<file path="src/rtl/dcap_pkg.sv">
package dcap_pkg;

    typedef enum logic [1:0] {
        ST_IDLE = 2'd0,
        ST_ARM  = 2'd1,
        ST_RUN  = 2'd2
    } run_state_e;

    typedef enum logic [1:0] {
        PACE_ONCE = 2'd0,
        PACE_REQ  = 2'd1,
        PACE_TMR  = 2'd2
    } pace_e;

endpackage

</file>
<file path="src/rtl/dcap_edge_sync.sv">
module dcap_edge_sync #(
    parameter int STAGES = 2
) (
    input  logic clk,
    input  logic rst_n,
    input  logic async_in,
    input  logic edge_sel,
    output logic edge_hit
);
    localparam int CHAIN = STAGES + 1;

    logic [CHAIN-1:0] chain_d, chain_q;
    logic             sync_lvl, prev_lvl;

    generate
        if (STAGES < 1) begin : g_bad
            initial $error("dcap_edge_sync: STAGES must be at least 1");
        end
    endgenerate

    always_comb begin
        chain_d = {chain_q[CHAIN-2:0], async_in};
    end

    always_ff @(posedge clk or negedge rst_n) begin
        if (!rst_n) chain_q <= '0;
        else        chain_q <= chain_d;
    end

    assign sync_lvl = chain_q[STAGES-1];
    assign prev_lvl = chain_q[STAGES];
    assign edge_hit = edge_sel ? (sync_lvl & ~prev_lvl) : (~sync_lvl & prev_lvl);

    // each detected edge is a single-cycle pulse
    assert_edge_single_R11: assert property (@(posedge clk) disable iff (!rst_n)
        (edge_hit && $stable(edge_sel)) |=> !edge_hit || !$stable(edge_sel));

endmodule

</file>
<file path="src/rtl/dcap_seq.sv">
module dcap_seq
    import dcap_pkg::*;
(
    input  logic  clk,
    input  logic  rst_n,
    input  logic  enable,
    input  logic  start,
    input  logic  trg_en,
    input  logic  trg_hit,
    input  pace_e pace,
    input  logic  pace_hit,
    output logic  sample,
    output logic  running
);
    typedef struct packed {
        run_state_e st;
    } seq_t;

    seq_t seq_d, seq_q;

    always_comb begin
        seq_d  = seq_q;
        sample = 1'b0;
        if (!enable) begin
            seq_d.st = ST_IDLE;
        end else begin
            case (seq_q.st)
                ST_IDLE: begin
                    if (start) seq_d.st = trg_en ? ST_ARM : ST_RUN;
                end
                ST_ARM: begin
                    if (trg_hit) seq_d.st = ST_RUN;
                end
                ST_RUN: begin
                    if (pace == PACE_ONCE) begin
                        sample   = 1'b1;
                        seq_d.st = ST_IDLE;
                    end else if (pace_hit) begin
                        sample = 1'b1;
                    end
                end
                default: seq_d.st = ST_IDLE;
            endcase
        end
    end

    always_ff @(posedge clk or negedge rst_n) begin
        if (!rst_n) seq_q <= '{st: ST_IDLE};
        else        seq_q <= seq_d;
    end

    assign running = (seq_q.st == ST_RUN);

    // disable forces idle on the next clock
    assert_disable_idles_R8: assert property (@(posedge clk) disable iff (!rst_n)
        !enable |=> (seq_q.st == ST_IDLE));

    // armed state persists until a trigger edge
    assert_arm_waits_R6: assert property (@(posedge clk) disable iff (!rst_n)
        (seq_q.st == ST_ARM && enable && !trg_hit) |=> (seq_q.st == ST_ARM));

    // a one-shot run returns to idle after its sample
    assert_once_returns_R4: assert property (@(posedge clk) disable iff (!rst_n)
        (seq_q.st == ST_RUN && pace == PACE_ONCE) |=> (seq_q.st == ST_IDLE));

endmodule

</file>
<file path="src/rtl/dcap_path.sv">
module dcap_path #(
    parameter int DATA_W = 16
) (
    input  logic              clk,
    input  logic              rst_n,
    input  logic              sample,
    input  logic [DATA_W-1:0] data_in,
    input  logic              fifo_en,
    input  logic              fifo_full,
    input  logic              ack_en,
    input  logic              cpu_rd,
    input  logic              clr_status,
    output logic              fifo_wr,
    output logic [DATA_W-1:0] fifo_wdata,
    output logic [DATA_W-1:0] hold_data,
    output logic              hold_valid,
    output logic              ack_out,
    output logic              overrun
);
    typedef struct packed {
        logic [DATA_W-1:0] hold;
        logic              hvalid;
        logic              wr;
        logic [DATA_W-1:0] wdata;
        logic              ack;
        logic              ovr;
    } path_t;

    path_t path_d, path_q;
    logic  to_fifo, to_hold, rd_hit, ack_evt;

    always_comb begin
        path_d    = path_q;
        to_fifo   = sample & fifo_en & ~fifo_full;
        to_hold   = sample & ~fifo_en;
        rd_hit    = cpu_rd & path_q.hvalid;
        ack_evt   = ack_en & (path_q.wr | rd_hit) & ~path_q.ack;

        path_d.wr  = to_fifo;
        path_d.ack = ack_evt;
        if (to_fifo) path_d.wdata = data_in;

        if (to_hold) begin
            path_d.hold   = data_in;
            path_d.hvalid = 1'b1;
        end else if (rd_hit) begin
            path_d.hvalid = 1'b0;
        end

        if (clr_status) path_d.ovr = 1'b0;
        if (sample && fifo_en && fifo_full) path_d.ovr = 1'b1;
    end

    always_ff @(posedge clk or negedge rst_n) begin
        if (!rst_n) path_q <= '0;
        else        path_q <= path_d;
    end

    assign fifo_wr    = path_q.wr;
    assign fifo_wdata = path_q.wdata;
    assign hold_data  = path_q.hold;
    assign hold_valid = path_q.hvalid;
    assign ack_out    = path_q.ack;
    assign overrun    = path_q.ovr;

    // no write is issued against a full FIFO
    assert_no_write_full_R9: assert property (@(posedge clk) disable iff (!rst_n)
        (sample && fifo_en && fifo_full) |=> !fifo_wr && overrun);

    // overrun is sticky until cleared
    assert_overrun_sticky_R9: assert property (@(posedge clk) disable iff (!rst_n)
        (overrun && !clr_status) |=> overrun);

    // acknowledge is one cycle wide
    assert_ack_single_R10: assert property (@(posedge clk) disable iff (!rst_n)
        ack_out |=> !ack_out);

    // acknowledge only when enabled
    assert_ack_gated_R7: assert property (@(posedge clk) disable iff (!rst_n)
        !ack_en |=> !ack_out);

    // a read with no new sample empties the holding register
    assert_read_clears_R5: assert property (@(posedge clk) disable iff (!rst_n)
        (cpu_rd && hold_valid && !(sample && !fifo_en)) |=> !hold_valid);

    // FIFO-mode samples leave the holding register untouched
    assert_fifo_keeps_hold_R5: assert property (@(posedge clk) disable iff (!rst_n)
        (sample && fifo_en) |=> $stable(hold_data));

endmodule

</file>
<file path="src/rtl/dcap_top.sv">
module dcap_top
    import dcap_pkg::*;
#(
    parameter int DATA_W      = 16,
    parameter int SYNC_STAGES = 2
) (
    input  logic              clk,
    input  logic              rst_n,
    input  logic [DATA_W-1:0] data_in,
    input  logic              req_in,
    input  logic              trg_in,
    input  logic              tmr_in,
    input  logic              mode_req_en,
    input  logic              mode_tmr_en,
    input  logic              mode_fifo_en,
    input  logic              mode_trg_en,
    input  logic              mode_trg_rise,
    input  logic              mode_ack_en,
    input  logic              in_enable,
    input  logic              start,
    input  logic              cpu_rd,
    input  logic              clr_status,
    input  logic              fifo_full,
    output logic              fifo_wr,
    output logic [DATA_W-1:0] fifo_wdata,
    output logic [DATA_W-1:0] hold_data,
    output logic              hold_valid,
    output logic              ack_out,
    output logic              overrun
);
    logic  req_hit, trg_hit, tmr_hit;
    logic  pace_hit, sample, running;
    pace_e pace;

    dcap_edge_sync #(.STAGES(SYNC_STAGES)) u_req_sync (
        .clk(clk), .rst_n(rst_n), .async_in(req_in),
        .edge_sel(1'b1), .edge_hit(req_hit)
    );

    dcap_edge_sync #(.STAGES(SYNC_STAGES)) u_trg_sync (
        .clk(clk), .rst_n(rst_n), .async_in(trg_in),
        .edge_sel(mode_trg_rise), .edge_hit(trg_hit)
    );

    dcap_edge_sync #(.STAGES(SYNC_STAGES)) u_tmr_sync (
        .clk(clk), .rst_n(rst_n), .async_in(tmr_in),
        .edge_sel(1'b0), .edge_hit(tmr_hit)
    );

    always_comb begin
        if (mode_tmr_en) begin
            pace     = PACE_TMR;
            pace_hit = tmr_hit;
        end else if (mode_req_en) begin
            pace     = PACE_REQ;
            pace_hit = req_hit;
        end else begin
            pace     = PACE_ONCE;
            pace_hit = 1'b0;
        end
    end

    dcap_seq u_seq (
        .clk(clk), .rst_n(rst_n), .enable(in_enable), .start(start),
        .trg_en(mode_trg_en), .trg_hit(trg_hit), .pace(pace),
        .pace_hit(pace_hit), .sample(sample), .running(running)
    );

    dcap_path #(.DATA_W(DATA_W)) u_path (
        .clk(clk), .rst_n(rst_n), .sample(sample), .data_in(data_in),
        .fifo_en(mode_fifo_en), .fifo_full(fifo_full), .ack_en(mode_ack_en),
        .cpu_rd(cpu_rd), .clr_status(clr_status), .fifo_wr(fifo_wr),
        .fifo_wdata(fifo_wdata), .hold_data(hold_data), .hold_valid(hold_valid),
        .ack_out(ack_out), .overrun(overrun)
    );

    // timer pacing ignores request edges
    assert_tmr_priority_R3: assert property (@(posedge clk) disable iff (!rst_n)
        (running && mode_tmr_en && !tmr_hit) |-> !sample);

    // request edges are ignored when request pacing is off
    assert_req_ignored_R2: assert property (@(posedge clk) disable iff (!rst_n)
        (running && !mode_req_en && !mode_tmr_en) |=> !running);

endmodule

</file>
<file path="config.mk">
export PLATFORM = sky130hd
export DESIGN_NAME = dcap_top
export DESIGN_NICKNAME = d
export VERILOG_FILES = /design/src/rtl/dcap_pkg.sv /design/src/rtl/dcap_edge_sync.sv /design/src/rtl/dcap_seq.sv /design/src/rtl/dcap_path.sv /design/src/rtl/dcap_top.sv
export SDC_FILE = /design/constraint.sdc
export NUM_CORES = 1
export LEC_CHECK = 0
export BUFFER_PORTS_ARGS = -buffer_cell sky130_fd_sc_hd__buf_2
export CAP_MARGIN = 20
export CORE_MARGIN = 5
export CORE_UTILIZATION = 51
export CTS_CLUSTER_SIZE = 28
export DETAILED_ROUTE_END_ITERATION = 12
export PLACE_DENSITY = 0.83
export SLEW_MARGIN = 20
export SYNTH_ARGS = -nofsm -noshare
export SYNTH_HDL_FRONTEND = slang
export SYNTH_SLANG_ARGS = --single-unit
</file>
<file path="constraint.sdc">
create_clock -name clk -period 3.6 [get_ports clk]
set_input_delay 0.36 -clock clk [delete_from_list [all_inputs] [get_ports clk]]
set_output_delay 0.36 -clock clk [all_outputs]
set_load 0.02 [all_outputs]
</file>
* Word-level counts from Yosys, hierarchy flattened
Cells that the tools add are included.
** Storage, ports and cells
- Register bits after elaboration :: 47
- Input bits :: 32
- Word-level logic and storage cells :: 59
- Output and inout port bits :: 36
- Bits in writable memories :: 0
- Bits in latches :: 0
- Bits in read-only memories :: 0
- Memories :: 0
** Operators by class
- Shift operators :: 0
- Order comparisons :: 0
- Divide/modulo/power cells :: 0
- $add $sub $neg :: 0
- Reductions and logical operators :: 7
- Equal/unequal tests :: 5
- $mul :: 0
- Bitwise logic cells :: 18
- Muxes and demuxes :: 19
** Operators with widths (count)
- $mux W1 :: 12
- $mux W2 :: 6
- $and A1 B1 Y1 :: 10
- $not A1 Y1 :: 7
- $ne A3 B3 Y1 const B :: 2
- $pmux W2 S3 :: 1
- $logic_not A2 Y1 :: 2
- $reduce_bool A2 Y1 :: 2
- $ne A3 B2 Y1 const B :: 1
- $reduce_and A3 Y1 :: 1
- $eq A2 B1 Y1 const B :: 1
- $eq A2 B2 Y1 const B :: 1
- $logic_and A1 B1 Y1 :: 2
- $or A1 B1 Y1 :: 1

* Depth between registers and ports, before layout
- Depth after elaboration :: 11
- Mapped depth :: 6
- Mapped depth without buffers :: 4

* Hierarchy
Synthesis repeated with hierarchy kept, for this count alone.
** Second synthesis, totals
- Cells, all modules :: 116
- Area total of the unflattened synthesis :: 1860.5 µm²
** Modules (own cells, without submodules)
- dcap_path :: cells an instance 81, times used 1, area each 1402.6 µm², seq. area each 900.9 µm²
- dcap_edge_sync :: cells an instance 6, times used 3, area each 97.6 µm², seq. area each 75.1 µm²
- dcap_seq :: cells an instance 13, times used 1, area each 135.1 µm², seq. area each 50.0 µm²
- dcap_top :: cells an instance 4, times used 1, area each 30.0 µm², seq. area each 0.0 µm²

* Worst setup path after synthesis
Ideal clock, no wire load.
- Kind :: input port to flip-flop
- Start :: input mode_req_en
- End :: register u_path.path_q (netlist bit u_path.fifo_wdata[10])
- Required time :: 3.475 ns
- Stages :: 5
- Data arrival time :: 1.691 ns
- Library setup time :: 0.125 ns
- Path slack :: 1.785 ns
- Buffers on the path :: 1
- Path through :: nor2b_2 -> a22o_1 -> nor3_2 -> buf_6 -> mux2_2
** RTL lines
- start, declared :: line dcap_top.sv:13 : input logic mode_req_en,
- end signal, assigned :: line dcap_path.sv:56 : else path_q <= path_d;
- end, declared :: line dcap_path.sv:29 : path_t path_d, path_q;

* Worst setup path after layout
- Start :: register u_req_sync.chain_q[2]
- End :: register u_path.path_q (netlist bit u_path.hold_data[11])
** Between the ends
- Cells in the longest elaborated chain, start to end :: 9
** RTL lines
- start, declared :: line dcap_edge_sync.sv:12 : logic [CHAIN-1:0] chain_d, chain_q;
- start signal, assigned :: line dcap_edge_sync.sv:27 : else chain_q <= chain_d;
- $not A1 Y1 :: line dcap_edge_sync.sv:32 : assign edge_hit = edge_sel ? (sync_lvl & ~prev_lvl) : (~sync_lvl & prev_lvl);
- $and A1 B1 Y1 :: line dcap_edge_sync.sv:32
- $mux W1 :: line dcap_top.sv:54 : end else if (mode_req_en) begin
- $mux W1 :: line dcap_top.sv:51 : if (mode_tmr_en) begin
- $mux W1 :: line dcap_seq.sv:38 : end else if (pace_hit) begin
- $mux W1 :: line dcap_seq.sv:35 : if (pace == PACE_ONCE) begin
- $mux W1 :: line dcap_seq.sv:27 : case (seq_q.st)
- $mux W1 :: line dcap_seq.sv:24 : if (!enable) begin
- $and A1 B1 Y1 :: line dcap_path.sv:35 : to_hold = sample & ~fifo_en;
Every way passes these cells.
A chain may end at the register's enable or synchronous reset.

==> impl_metrics.toml <==
[setup_path]
criticalPathCategory = "flop to flop"
end_kind = "flop"
path_max_fanout = 17
crit_arrival_ns = 2.27
cp.required_ns = 3.85
cp-start-kind = "flop"

[floorplan]
start_util_pct = 53.0
fp.dieW_um = 69.1
core_area_sq_um = 3360
die_h_um = 69.1
io_pins = 68
num_rows = 21
die_area_sq_um = 4780

[synthesis]
syn-num-nets = 141
avgSynthCellArea_sq_um = 16.3
synth_top_cell_by_area = "dfrtp_1"
synth-edff-count = 0
ys_warn_count = 0
ys_top_cells_by_count = "dfrtp_1, mux2_2, mux2_4, a21oi_1, nor3b_1"
synthFlopType = "dfrtp_1"
synth_area_leaders = "dfrtp_1, mux2_2, mux2_4"
yosysTopAreaCellShare_pct = 66.0
async_reset_ff_share_pct = 100
ys_types = 21
syn-cell-area_sq_um = 1780
synth-seq-cells = 47
syn_inst = 109
synth_most_common_cell = "dfrtp_1"
ys_seq_area_share_pct = 66.0

[place]
port_buffers = 67
dp_slack_ns = 1.41
place_congestion = 0.750
hpwl_um = 2500

[sta]
fin_crit_sh_pct = 56.1
timing.setup.tns_ns = 0
slew_headroom_pct = 41.9
rsz0062_at_grt = "no"
max_freq_mhz = 495
setup_violations = 0
hold_ws_ns = -0.0176
worst_pin_slew_ns = 0.872
fin_skew_ns = 0.00765
fin_crit_ns = 2.02
layout_setup_ws_ns = 1.58
report.final.slew_viol_count = 0
hold_viol = 23

[drt]
highest_layer = "met4"
routed-wl-met3_um = 290
wl_per_cell_um = 14.4
antenna_left = 0
avgViaCountPerCell = 4.96
dr.pass1.iters = 4
drc = 0
dr_wl_met2_um = 1570
totalWireLength_um = 3280
drtIter0Drc = 46
m1WireLength_um = 1370
vias = 1131

[cts]
clock_latency_ns = 0.35
cts_tree = "done"
path_clk_slew_ns = 0.12
cts-resized-gates = 0
cts_sinks = 47
cts_buffers = 5
cts_root_buf = "clkbuf_4"
cts_hold_buffers = 0
cts_setup_buffers = 0
cts_buffer_depth = 2
htreeDepth = 2

[power_and_ir_drop]
report.power.total_mw = 1.25
ir_drop_v = 0.000293
leakage_nw = 1.20
p_per_area_nw_per_um2 = 567

[min_path]
hp-class = "primary input to asynchronous set/reset pin"

[global_routing]
grt_pass1_vias = 1169
grt_first_pass_wirelength_um = 5530
grt_usage_pct = 14.7
antenna_found_initial = 0
grt_max_degree = 48
grt_overflow = 0

[layout]
fillers = 288
num_antenna_cells = 0
fin_util_pct = 65.3
nNetsFinal = 213
drive_above_1_share_pct = 61.0
synthToLayoutAreaGrowth_pct = 23.2

[run]
maxCapViolations = 0

[status]
outcome = "finished with violations"
violations = "negative hold slack"
worst max-delay path, cell delays in order (launching register included):
cell	delay [ns]
dfrtp_1	0.38
nand2b_1	0.13
a22o_1	0.24
or3b_1	0.73
mux2_4	0.44
flip-flops by register name, summed over array words and instances (netlist names):
register	count
u_path.ack_out	1
u_path.fifo_wr	1
u_path.fifo_wdata	16
u_req_sync.chain_q	3
u_tmr_sync.chain_q	3
u_path.hold_data	16
u_path.overrun	1
u_trg_sync.chain_q	3
u_seq.seq_q	2
u_path.hold_valid	1
path summary, 6_finish.rpt:
| check | depth (start not counted) | slack (ns) | to | from |
|---|---|---|---|---|
| setup reg to reg | 4 | 1.58 | u_path.hold_data[11] | u_req_sync.chain_q[2] |
| min in group clk | 1 | 0.11 | u_trg_sync.chain_q[0] | trg_in |
| setup / recovery | 4 | 1.58 | u_path.hold_data[11] | u_req_sync.chain_q[2] |
| hold / removal | 1 | -0.02 | u_path.fifo_wdata[2] | rst_n |
| max in group asynchronous | 1 | 3.23 | u_trg_sync.chain_q[0] | rst_n |
| hold reg to reg | 0 | 0.36 | u_req_sync.chain_q[1] | u_req_sync.chain_q[0] |
layer usage:
metal	global-route usage, %	vias up
met5	0	-
met4	5.21	0
met3	6.98	5
met2	22.8	47
met1	17.8	553
li1	-	526
stage by stage:
stage	std cells	hold WS, ns	cell area, sq um
floorplan	109	0.0644	1780
global placement	220	0.334	2140
detailed placement	220	0.335	2140
CTS	228	0.0952	2190
global route	228	0.0226	2190
finish	228	-0.0176	2190
final cells by class:
class / count / area, sq um / share of cell area [%]
Tap cell: 46 / 57.6 / 2.62
Timing Repair Buffer: 68 / 345 / 15.7
Sequential cell: 47 / 1180 / 53.6
Clock inverter: 3 / 15.0 / 0.684
Inverter: 2 / 7.51 / 0.342
Clock buffer: 5 / 37.5 / 1.71
Multi-Input combinational cell: 57 / 556 / 25.3
layout by cell type, fill, tap and decap left out:
master	instances
a21oi_1	4
a22o_1	1
and3b_1	2
buf_2	66
buf_4	2
clkbuf_4	5
clkinv_2	3
dfrtp_1	47
inv_1	2
mux2_2	23
mux2_4	9
nand2_1	2
nand2b_1	2
nand3_1	1
nor2_1	2
nor2b_2	1
nor3_2	1
nor3b_1	3
o21a_1	1
o21ai_0	2
o22ai_1	1
or3b_1	1
or3b_2	1
cells by family after synthesis:
| kind of cell | synth area share [%] |
|---|---|
| simple gates | 6.11 |
| buf+inv | 2.81 |
| compound gates | 2.95 |
| mux | 22.1 |
| flops | 66.0 |
power breakdown:
part / internal (mW) / leakage [nW] / switching, mW / total, mW
combinational: 0.156 / 0.561 / 0.193 / 0.349
clock: 0.0729 / 0.0347 / 0.155 / 0.228
sequential: 0.620 / 0.606 / 0.0473 / 0.668
Note: power is estimated with default switching activity, not from simulation.
